--- src/rtl/wsm_pkg.sv ---
package wsm_pkg;
  localparam int unsigned LEN_W  = 8;
  localparam int unsigned SIZE_W = 3;

  typedef logic [LEN_W-1:0]  beat_idx_t;
  typedef logic [SIZE_W-1:0] xfer_size_t;
endpackage

--- src/rtl/wsm_rst_sync.sv ---
module wsm_rst_sync #(
  parameter int unsigned STAGES = 2
) (
  input  logic clk_i,
  input  logic rst_ni,
  output logic rst_no
);
  logic [STAGES-1:0] sync_q;
  logic [STAGES-1:0] sync_d;

  always_comb begin
    sync_d = {sync_q[STAGES-2:0], 1'b1};
  end

  always_ff @(posedge clk_i or negedge rst_ni) begin
    if (!rst_ni) begin
      sync_q <= '0;
    end else begin
      sync_q <= sync_d;
    end
  end

  assign rst_no = sync_q[STAGES-1];
endmodule

--- src/rtl/wsm_rec_fifo.sv ---
module wsm_rec_fifo #(
  parameter int unsigned WIDTH = 16,
  parameter int unsigned DEPTH = 4
) (
  input  logic             clk_i,
  input  logic             rst_ni,
  input  logic             push_i,
  input  logic [WIDTH-1:0] din_i,
  input  logic             pop_i,
  output logic [WIDTH-1:0] dout_o,
  output logic             empty_o
);
  localparam int unsigned PTR_W = (DEPTH > 1) ? $clog2(DEPTH) : 1;
  localparam int unsigned CNT_W = $clog2(DEPTH + 1);

  logic [PTR_W-1:0] wr_ptr_q, wr_ptr_d;
  logic [PTR_W-1:0] rd_ptr_q, rd_ptr_d;
  logic [CNT_W-1:0] cnt_q, cnt_d;
  logic             full;
  logic             do_push;
  logic             do_pop;
  logic [WIDTH-1:0] ent_rd [DEPTH];

  assign full    = (cnt_q == CNT_W'(DEPTH));
  assign empty_o = (cnt_q == '0);

  always_comb begin
    do_push  = push_i && !full;
    do_pop   = pop_i && !empty_o;
    wr_ptr_d = wr_ptr_q;
    rd_ptr_d = rd_ptr_q;
    cnt_d    = cnt_q;
    if (do_push) begin
      wr_ptr_d = (wr_ptr_q == PTR_W'(DEPTH - 1)) ? '0 : wr_ptr_q + 1'b1;
    end
    if (do_pop) begin
      rd_ptr_d = (rd_ptr_q == PTR_W'(DEPTH - 1)) ? '0 : rd_ptr_q + 1'b1;
    end
    case ({do_push, do_pop})
      2'b10:   cnt_d = cnt_q + 1'b1;
      2'b01:   cnt_d = cnt_q - 1'b1;
      default: cnt_d = cnt_q;
    endcase
  end

  always_ff @(posedge clk_i or negedge rst_ni) begin
    if (!rst_ni) begin
      wr_ptr_q <= '0;
      rd_ptr_q <= '0;
      cnt_q    <= '0;
    end else begin
      wr_ptr_q <= wr_ptr_d;
      rd_ptr_q <= rd_ptr_d;
      cnt_q    <= cnt_d;
    end
  end

  for (genvar e = 0; e < DEPTH; e++) begin : g_entry
    logic [WIDTH-1:0] ent_q;
    logic             ent_we;
    assign ent_we = do_push && (wr_ptr_q == PTR_W'(e));
    always_ff @(posedge clk_i) begin
      if (ent_we) begin
        ent_q <= din_i;
      end
    end
    assign ent_rd[e] = ent_q;
  end

  assign dout_o = ent_rd[rd_ptr_q];

  AST_NO_OVERFLOW: assert property (@(posedge clk_i) disable iff (!rst_ni)
    push_i |-> !full);

  AST_NO_UNDERFLOW: assert property (@(posedge clk_i) disable iff (!rst_ni)
    pop_i |-> !empty_o);
endmodule

--- src/rtl/wsm_lane_mask.sv ---
module wsm_lane_mask #(
  parameter int unsigned STRB_W = 4,
  parameter int unsigned OFF_W  = 2
) (
  input  logic [OFF_W-1:0]          off_i,
  input  wsm_pkg::xfer_size_t       size_i,
  output logic [STRB_W-1:0]         mask_o
);
  logic [OFF_W:0] span;
  logic [OFF_W:0] base;
  logic [OFF_W:0] top;

  always_comb begin
    if (size_i >= wsm_pkg::SIZE_W'(OFF_W)) begin
      span = (OFF_W+1)'(STRB_W);
    end else begin
      span = (OFF_W+1)'(1) << size_i;
    end
    base = {1'b0, off_i} & ~(span - 1'b1);
    top  = base + span;
  end

  for (genvar l = 0; l < STRB_W; l++) begin : g_lane
    assign mask_o[l] = ({1'b0, off_i} <= (OFF_W+1)'(l)) && ((OFF_W+1)'(l) < top);
  end
endmodule

--- src/rtl/wsm_beat_track.sv ---
module wsm_beat_track #(
  parameter int unsigned ADDR_W = 32
) (
  input  logic                  clk_i,
  input  logic                  rst_ni,
  input  logic                  hs_i,
  input  logic                  last_i,
  input  logic [ADDR_W-1:0]     head_addr_i,
  input  wsm_pkg::xfer_size_t   head_size_i,
  output logic [ADDR_W-1:0]     cur_addr_o,
  output wsm_pkg::beat_idx_t    beat_o
);
  logic                first_q, first_d;
  wsm_pkg::beat_idx_t  beat_q, beat_d;
  logic [ADDR_W-1:0]   addr_q, addr_d;
  logic [ADDR_W-1:0]   step;
  logic [ADDR_W-1:0]   aligned;
  logic [ADDR_W-1:0]   cur_addr;

  always_comb begin
    cur_addr = first_q ? head_addr_i : addr_q;
    step     = ADDR_W'(1) << head_size_i;
    aligned  = cur_addr & ~(step - 1'b1);
    first_d  = first_q;
    beat_d   = beat_q;
    addr_d   = addr_q;
    if (last_i) begin
      first_d = 1'b1;
      beat_d  = '0;
    end else begin
      first_d = 1'b0;
      beat_d  = beat_q + 1'b1;
      addr_d  = aligned + step;
    end
  end

  always_ff @(posedge clk_i or negedge rst_ni) begin
    if (!rst_ni) begin
      first_q <= 1'b1;
      beat_q  <= '0;
      addr_q  <= '0;
    end else if (hs_i) begin
      first_q <= first_d;
      beat_q  <= beat_d;
      addr_q  <= addr_d;
    end
  end

  assign cur_addr_o = cur_addr;
  assign beat_o     = beat_q;

  AST_LATER_BEAT_ALIGNED: assert property (@(posedge clk_i) disable iff (!rst_ni)
    (hs_i && !first_q) |-> ((addr_q & (step - 1'b1)) == '0));

  AST_FIRST_BEAT_ZERO: assert property (@(posedge clk_i) disable iff (!rst_ni)
    first_q |-> (beat_q == '0));
endmodule

--- src/rtl/wstrb_monitor.sv ---
module wstrb_monitor #(
  parameter int unsigned DATA_W = 32,
  parameter int unsigned ADDR_W = 32,
  parameter int unsigned DEPTH  = 4
) (
  input  logic                  clk,
  input  logic                  rst_n,
  input  logic                  aw_valid,
  input  logic                  aw_ready,
  input  logic [ADDR_W-1:0]     aw_addr,
  input  logic [7:0]            aw_len,
  input  logic [2:0]            aw_size,
  input  logic                  w_valid,
  input  logic                  w_ready,
  input  logic [DATA_W/8-1:0]   w_strb,
  input  logic                  w_last,
  output logic                  strb_err,
  output logic [7:0]            err_beat,
  output logic [DATA_W/8-1:0]   err_strb,
  output logic                  last_err
);
  import wsm_pkg::*;

  localparam int unsigned STRB_W = DATA_W / 8;
  localparam int unsigned OFF_W  = $clog2(STRB_W);
  localparam int unsigned REC_W  = ADDR_W + LEN_W + SIZE_W;

  logic              rst_n_s;
  logic              aw_hs;
  logic              w_hs;
  logic              w_chk;
  logic [REC_W-1:0]  rec_in;
  logic [REC_W-1:0]  rec_head;
  logic              rec_empty;
  logic [ADDR_W-1:0] head_addr;
  beat_idx_t         head_len;
  xfer_size_t        head_size;
  logic [ADDR_W-1:0] cur_addr;
  beat_idx_t         beat;
  logic [STRB_W-1:0] lane_ok;
  logic              strb_bad;
  logic              last_bad;

  logic              strb_err_q, strb_err_d;
  logic              last_err_q, last_err_d;
  logic              cap_en;
  beat_idx_t         err_beat_q, err_beat_d;
  logic [STRB_W-1:0] err_strb_q, err_strb_d;

  wsm_rst_sync #(.STAGES(2)) i_rst_sync (
    .clk_i  (clk),
    .rst_ni (rst_n),
    .rst_no (rst_n_s)
  );

  assign aw_hs  = aw_valid && aw_ready;
  assign w_hs   = w_valid && w_ready;
  assign w_chk  = w_hs && !rec_empty;
  assign rec_in = {aw_addr, aw_len, aw_size};

  wsm_rec_fifo #(.WIDTH(REC_W), .DEPTH(DEPTH)) i_rec_fifo (
    .clk_i   (clk),
    .rst_ni  (rst_n_s),
    .push_i  (aw_hs),
    .din_i   (rec_in),
    .pop_i   (w_chk && w_last),
    .dout_o  (rec_head),
    .empty_o (rec_empty)
  );

  assign head_addr = rec_head[REC_W-1 -: ADDR_W];
  assign head_len  = rec_head[SIZE_W +: LEN_W];
  assign head_size = rec_head[SIZE_W-1:0];

  wsm_beat_track #(.ADDR_W(ADDR_W)) i_beat_track (
    .clk_i       (clk),
    .rst_ni      (rst_n_s),
    .hs_i        (w_chk),
    .last_i      (w_last),
    .head_addr_i (head_addr),
    .head_size_i (head_size),
    .cur_addr_o  (cur_addr),
    .beat_o      (beat)
  );

  wsm_lane_mask #(.STRB_W(STRB_W), .OFF_W(OFF_W)) i_lane_mask (
    .off_i  (cur_addr[OFF_W-1:0]),
    .size_i (head_size),
    .mask_o (lane_ok)
  );

  always_comb begin
    strb_bad   = |(w_strb & ~lane_ok);
    last_bad   = w_last != (beat == head_len);
    strb_err_d = w_chk && strb_bad;
    last_err_d = w_chk && last_bad;
    cap_en     = w_chk && strb_bad;
    err_beat_d = beat;
    err_strb_d = w_strb;
  end

  always_ff @(posedge clk or negedge rst_n_s) begin
    if (!rst_n_s) begin
      strb_err_q <= 1'b0;
      last_err_q <= 1'b0;
    end else begin
      strb_err_q <= strb_err_d;
      last_err_q <= last_err_d;
    end
  end

  always_ff @(posedge clk or negedge rst_n_s) begin
    if (!rst_n_s) begin
      err_beat_q <= '0;
      err_strb_q <= '0;
    end else if (cap_en) begin
      err_beat_q <= err_beat_d;
      err_strb_q <= err_strb_d;
    end
  end

  assign strb_err = strb_err_q;
  assign last_err = last_err_q;
  assign err_beat = err_beat_q;
  assign err_strb = err_strb_q;

  AST_W_HAS_RECORD: assert property (@(posedge clk) disable iff (!rst_n_s)
    w_hs |-> !rec_empty);

  AST_SIZE_FITS_BUS: assert property (@(posedge clk) disable iff (!rst_n_s)
    aw_hs |-> (aw_size <= SIZE_W'(OFF_W)));

  AST_OFFSET_LANE_OPEN: assert property (@(posedge clk) disable iff (!rst_n_s)
    w_chk |-> lane_ok[cur_addr[OFF_W-1:0]]);

  AST_STRB_ERR_AFTER_BEAT: assert property (@(posedge clk) disable iff (!rst_n_s)
    strb_err |-> $past(w_valid && w_ready));

  AST_ERR_STRB_NONZERO: assert property (@(posedge clk) disable iff (!rst_n_s)
    strb_err |-> (err_strb != '0));

  AST_IDLE_QUIET: assert property (@(posedge clk) disable iff (!rst_n_s)
    !(w_valid && w_ready) |=> (!strb_err && !last_err));

  AST_ZERO_STRB_OK: assert property (@(posedge clk) disable iff (!rst_n_s)
    (w_valid && w_ready && (w_strb == '0)) |=> !strb_err);

  AST_LAST_ERR_AFTER_BEAT: assert property (@(posedge clk) disable iff (!rst_n_s)
    last_err |-> $past(w_valid && w_ready));
endmodule

--- config.mk ---
export PLATFORM = sky130hd
export DESIGN_NAME = wstrb_monitor
export DESIGN_NICKNAME = d
export VERILOG_FILES = /design/src/rtl/wsm_pkg.sv /design/src/rtl/wsm_rst_sync.sv /design/src/rtl/wsm_rec_fifo.sv /design/src/rtl/wsm_lane_mask.sv /design/src/rtl/wsm_beat_track.sv /design/src/rtl/wstrb_monitor.sv
export SDC_FILE = /design/constraint.sdc
export NUM_CORES = 1
export LEC_CHECK = 0
export BUFFER_PORTS_ARGS = -buffer_cell sky130_fd_sc_hd__buf_2
export CAP_MARGIN = 40
export CORE_MARGIN = 4
export CORE_UTILIZATION = 68
export CTS_CLUSTER_DIAMETER = 60
export DETAILED_ROUTE_END_ITERATION = 16
export PLACE_DENSITY = 0.84
export SLEW_MARGIN = 10
export SYNTH_ARGS = -nofsm -noshare
export SYNTH_HDL_FRONTEND = slang
export SYNTH_HIERARCHICAL = 1
export SYNTH_SLANG_ARGS = --single-unit
--- constraint.sdc ---
create_clock -name clk -period 2.99 [get_ports clk]
set_input_delay 0.4485 -clock clk [delete_from_list [all_inputs] [get_ports clk]]
set_output_delay 0.4485 -clock clk [all_outputs]
set_load 0.02 [all_outputs]
==> metrics.txt <==
# TYPE chip_impl_metric gauge
chip_impl_info{name="violations_in_the_final_reports",value="negative setup slack"} 1
chip_impl_metric{name="postSynthAreaPerCell",unit="µm²"} 15.08
chip_impl_metric{name="initial_cell_density_of_the_core",unit=""} 0.7113
chip_impl_metric{name="n_fill_cell",unit=""} 305
chip_impl_metric{name="syn_to_final_growth",unit="%"} 13.06
chip_impl_metric{name="timing.clock.skew",unit="ps"} 9.412
chip_impl_info{name="critical-path-slowest-cell",value="sky130_fd_sc_hd__mux4_2"} 1
chip_impl_metric{name="cts-buffers-inserted",unit=""} 9
chip_impl_metric{name="drt-vias-per-instance",unit=""} 5.718
chip_impl_metric{name="drt-wirelength-per-cell",unit="µm"} 17.92
chip_impl_metric{name="hold_violations",unit=""} 0
chip_impl_metric{name="finalCriticalPeriod",unit="ps"} 3038
chip_impl_info{name="cts_root_buf",value="sky130_fd_sc_hd__clkbuf_8"} 1
chip_impl_info{name="startpoint_type",value="flop"} 1
chip_impl_metric{name="cap_violations",unit=""} 0
chip_impl_metric{name="power.share.combinational",unit=""} 0.411
chip_impl_metric{name="final_core_utilization",unit=""} 0.8043
chip_impl_metric{name="grt.overflow.total",unit=""} 0
chip_impl_info{name="tritoncts",value="built"} 1
chip_impl_metric{name="dieWidth",unit="µm"} 84.36
chip_impl_metric{name="leakagePower",unit="nW"} 1.788
chip_impl_metric{name="setup_slack",unit="ps"} -48.16
chip_impl_metric{name="p_switching",unit="W"} 0.001515
chip_impl_metric{name="power.share.clock",unit=""} 0.190
chip_impl_info{name="cell_type_group_with_the_largest_total_delay_on_the_critical_path",value="multiplexers"} 1
chip_impl_metric{name="fmax",unit="MHz"} 329.1
chip_impl_metric{name="worst-path-max-fanout",unit=""} 7
chip_impl_metric{name="synthCells",unit=""} 263
chip_impl_metric{name="floorplan.die_area",unit="mm²"} 0.007117
chip_impl_metric{name="final_setup_violation_count",unit=""} 7
chip_impl_metric{name="finalWirelength",unit="mm"} 6.810
chip_impl_info{name="layout_common_cells",value="sky130_fd_sc_hd__edfxtp_1 (52), sky130_fd_sc_hd__buf_2 (37), sky130_fd_sc_hd__dfrtp_1 (32)"} 1
chip_impl_metric{name="placement_rows",unit=""} 27
chip_impl_metric{name="place.port_buffers",unit=""} 37
chip_impl_metric{name="clkSinkCount",unit=""} 86
chip_impl_metric{name="grt_util_met2",unit=""} 0.3458
chip_impl_info{name="critPathKind",value="reg2reg"} 1
chip_impl_info{name="setup.worst_path.end_class",value="flop"} 1
chip_impl_metric{name="worst_slew_margin_rel",unit=""} 0.5444
chip_impl_metric{name="power_switching_share",unit=""} 0.3449
chip_impl_metric{name="max_stage_delay",unit="ps"} 500
chip_impl_info{name="grt.busiest_layer",value="met2"} 1
chip_impl_metric{name="synthesis.yosys.warnings",unit=""} 6
chip_impl_metric{name="place_hpwl",unit="mm"} 4.532
chip_impl_metric{name="detailedRoute.firstIterationViolations",unit=""} 87
chip_impl_metric{name="insertedDiodeCount",unit=""} 0
chip_impl_info{name="min-delay-path-class",value="reg2async"} 1
chip_impl_metric{name="synth.net_count",unit=""} 327
chip_impl_metric{name="boundary_pins",unit=""} 68
chip_impl_metric{name="placed_cells",unit=""} 361
chip_impl_metric{name="drc",unit=""} 0
chip_impl_metric{name="gr-usage-met3",unit=""} 0.03337
chip_impl_info{name="crit_path_cell_trace",value="mux4_2 > mux2_4 > xnor2_2 > nor3_2 > ha_2 > o21a_4 > a21oi_1 > o21a_1 > o22ai_4 > o21a_4 > mux2_2"} 1
chip_impl_metric{name="global_route.usage.total",unit=""} 0.2117
chip_impl_metric{name="cellInternalPower",unit="W"} 0.002877
chip_impl_info{name="outcome",value="complete, but fails checks"} 1
chip_impl_metric{name="die_height",unit="µm"} 84.36
chip_impl_metric{name="h-tree-depth",unit=""} 3
chip_impl_metric{name="first_global_vias",unit=""} 2252
chip_impl_info{name="cpMostUsedCell",value="sky130_fd_sc_hd__o21a_4"} 1
chip_impl_info{name="mostFrequentLayoutCell",value="sky130_fd_sc_hd__edfxtp_1"} 1
chip_impl_metric{name="detailroute.via_count",unit=""} 2173
chip_impl_metric{name="groute.layer.met1.usage",unit=""} 0.2785
chip_impl_metric{name="finalWeightedCongestion",unit=""} 0.7560
chip_impl_metric{name="powerDensity",unit="mW/mm²"} 979.7
chip_impl_metric{name="final_antenna_net_count",unit=""} 0
chip_impl_metric{name="worst_ep_required_time",unit="ps"} 3240
chip_impl_metric{name="core_area",unit="mm²"} 0.005574
chip_impl_metric{name="clock_insertion_delay_worst_skew",unit="ps"} 360
chip_impl_metric{name="place_worst_setup_slack",unit="ps"} -140.3
chip_impl_metric{name="detail_route.first_pass.iterations",unit=""} 4
chip_impl_metric{name="layout.nets",unit=""} 367
chip_impl_metric{name="instances_no_fill",unit=""} 380
chip_impl_metric{name="clk_pin_slew_worst_paths",unit="ps"} 90
chip_impl_metric{name="cp_num_buf_inv",unit=""} 0
chip_impl_metric{name="critical_path_arrival",unit="ps"} 3290
chip_impl_metric{name="timing_worst_slew_pin_value",unit="ps"} 683.5
chip_impl_metric{name="post-route-period-util",unit=""} 1.016
chip_impl_metric{name="final_max_slew_viol_count",unit=""} 0
chip_impl_metric{name="grt_pass1_wl",unit="mm"} 11.42
chip_impl_metric{name="total_chip_power",unit="W"} 0.004392
chip_impl_metric{name="largest_net_degree_at_the_start_of_global_routing",unit=""} 33
chip_impl_metric{name="grt_antenna_before_repair",unit=""} 0
chip_impl_metric{name="synth_area",unit="mm²"} 0.003965
chip_impl_info{name="rsz0062_at_grt",value="yes"} 1
chip_impl_metric{name="ir_worst_vdd",unit="mV"} 0.5625
chip_impl_metric{name="power_frac_seq",unit=""} 0.398
chip_impl_metric{name="layout-drive-gt1-share",unit=""} 0.3799
chip_impl_metric{name="cts_buffer_depth",unit=""} 2
-- stage by stage --
stage	TNS [ps]	hold slack [ps]	area, µm²
3_5_place_dp	-1291	235.5	4168
2_1_floorplan	-1751	152.9	3971
5_1_grt	-1940	293.1	4483
4_1_cts	-583.1	292.1	4459
6_report	-185.9	268.4	4483
3_3_place_gp	-679.0	233.6	4168
-- final cells by class --
type	count	area, µm²	area share
Clock buffer	9	123.9	0.02763
Sequential cell	86	2415	0.5387
Clock inverter	7	81.33	0.01814
Inverter	20	75.07	0.01675
Multi-Input combinational cell	133	1366	0.3048
Timing Repair Buffer	53	331.6	0.07396
Tap cell	72	90.09	0.02009
-- what timing repair did --
item,CTS,global route
gates cloned,1,0
endpoints found under the setup margin,12,12
pin swaps,5,2
gates resized for setup,13,3
endpoints found under the hold margin,2,0
buffers inserted,0,1
hold buffers,1,0
-- per-layer routing --
| layer | part of all wire | vias up |
|---|---|---|
| met4 | 0.026 | 0 |
| met1 | 0.44 | 1096 |
| li1 | - | 1013 |
| met2 | 0.50 | 50 |
| met5 | 0 | - |
| met3 | 0.038 | 14 |
-- registers in the layout (all words and copies together), names as in the netlist --
| name | count |
|---|---|
| err_beat | 8 |
| err_strb | 4 |
| i_beat_track/addr_q | 2 |
| i_beat_track/beat_o | 8 |
| i_beat_track/first_q | 1 |
| i_rec_fifo/cnt_q | 3 |
| i_rec_fifo/g_entry.ent_q | 52 |
| i_rec_fifo/rd_ptr_q | 2 |
| i_rec_fifo/wr_ptr_q | 2 |
| i_rst_sync/sync_q | 2 |
| last_err | 1 |
| strb_err | 1 |
-- power groups by stage --
stage          clock network, W  logic [W]  registers [W]
3_5_place_dp                  0    0.00165        0.00177
2_1_floorplan                 0    0.00128        0.00182
3_3_place_gp                  0    0.00157        0.00175
5_1_grt                0.000906    0.00196        0.00179
4_1_cts                0.000846    0.00176        0.00175
6_report               0.000836    0.00181        0.00175
-- path summary, 6_finish.rpt --
path                                         from                        endpoint  slack [ps]  depth (start not counted)
min                          i_rst_sync/sync_q[1]          i_rec_fifo/rd_ptr_q[1]         270                          1
max                        i_rec_fifo/rd_ptr_q[0]                     err_beat[7]         -50                         11
max in group asynchronous    i_rst_sync/sync_q[1]            i_beat_track/first_q        2390                          1
min reg2reg                  i_rst_sync/sync_q[1]          i_rec_fifo/rd_ptr_q[1]         270                          1
min in group clk                        aw_len[0]  i_rec_fifo/g_entry[0].ent_q[3]         300                          1
max reg2reg                i_rec_fifo/rd_ptr_q[0]                     err_beat[7]         -50                         11
Note: power is estimated with default switching activity, not from simulation.
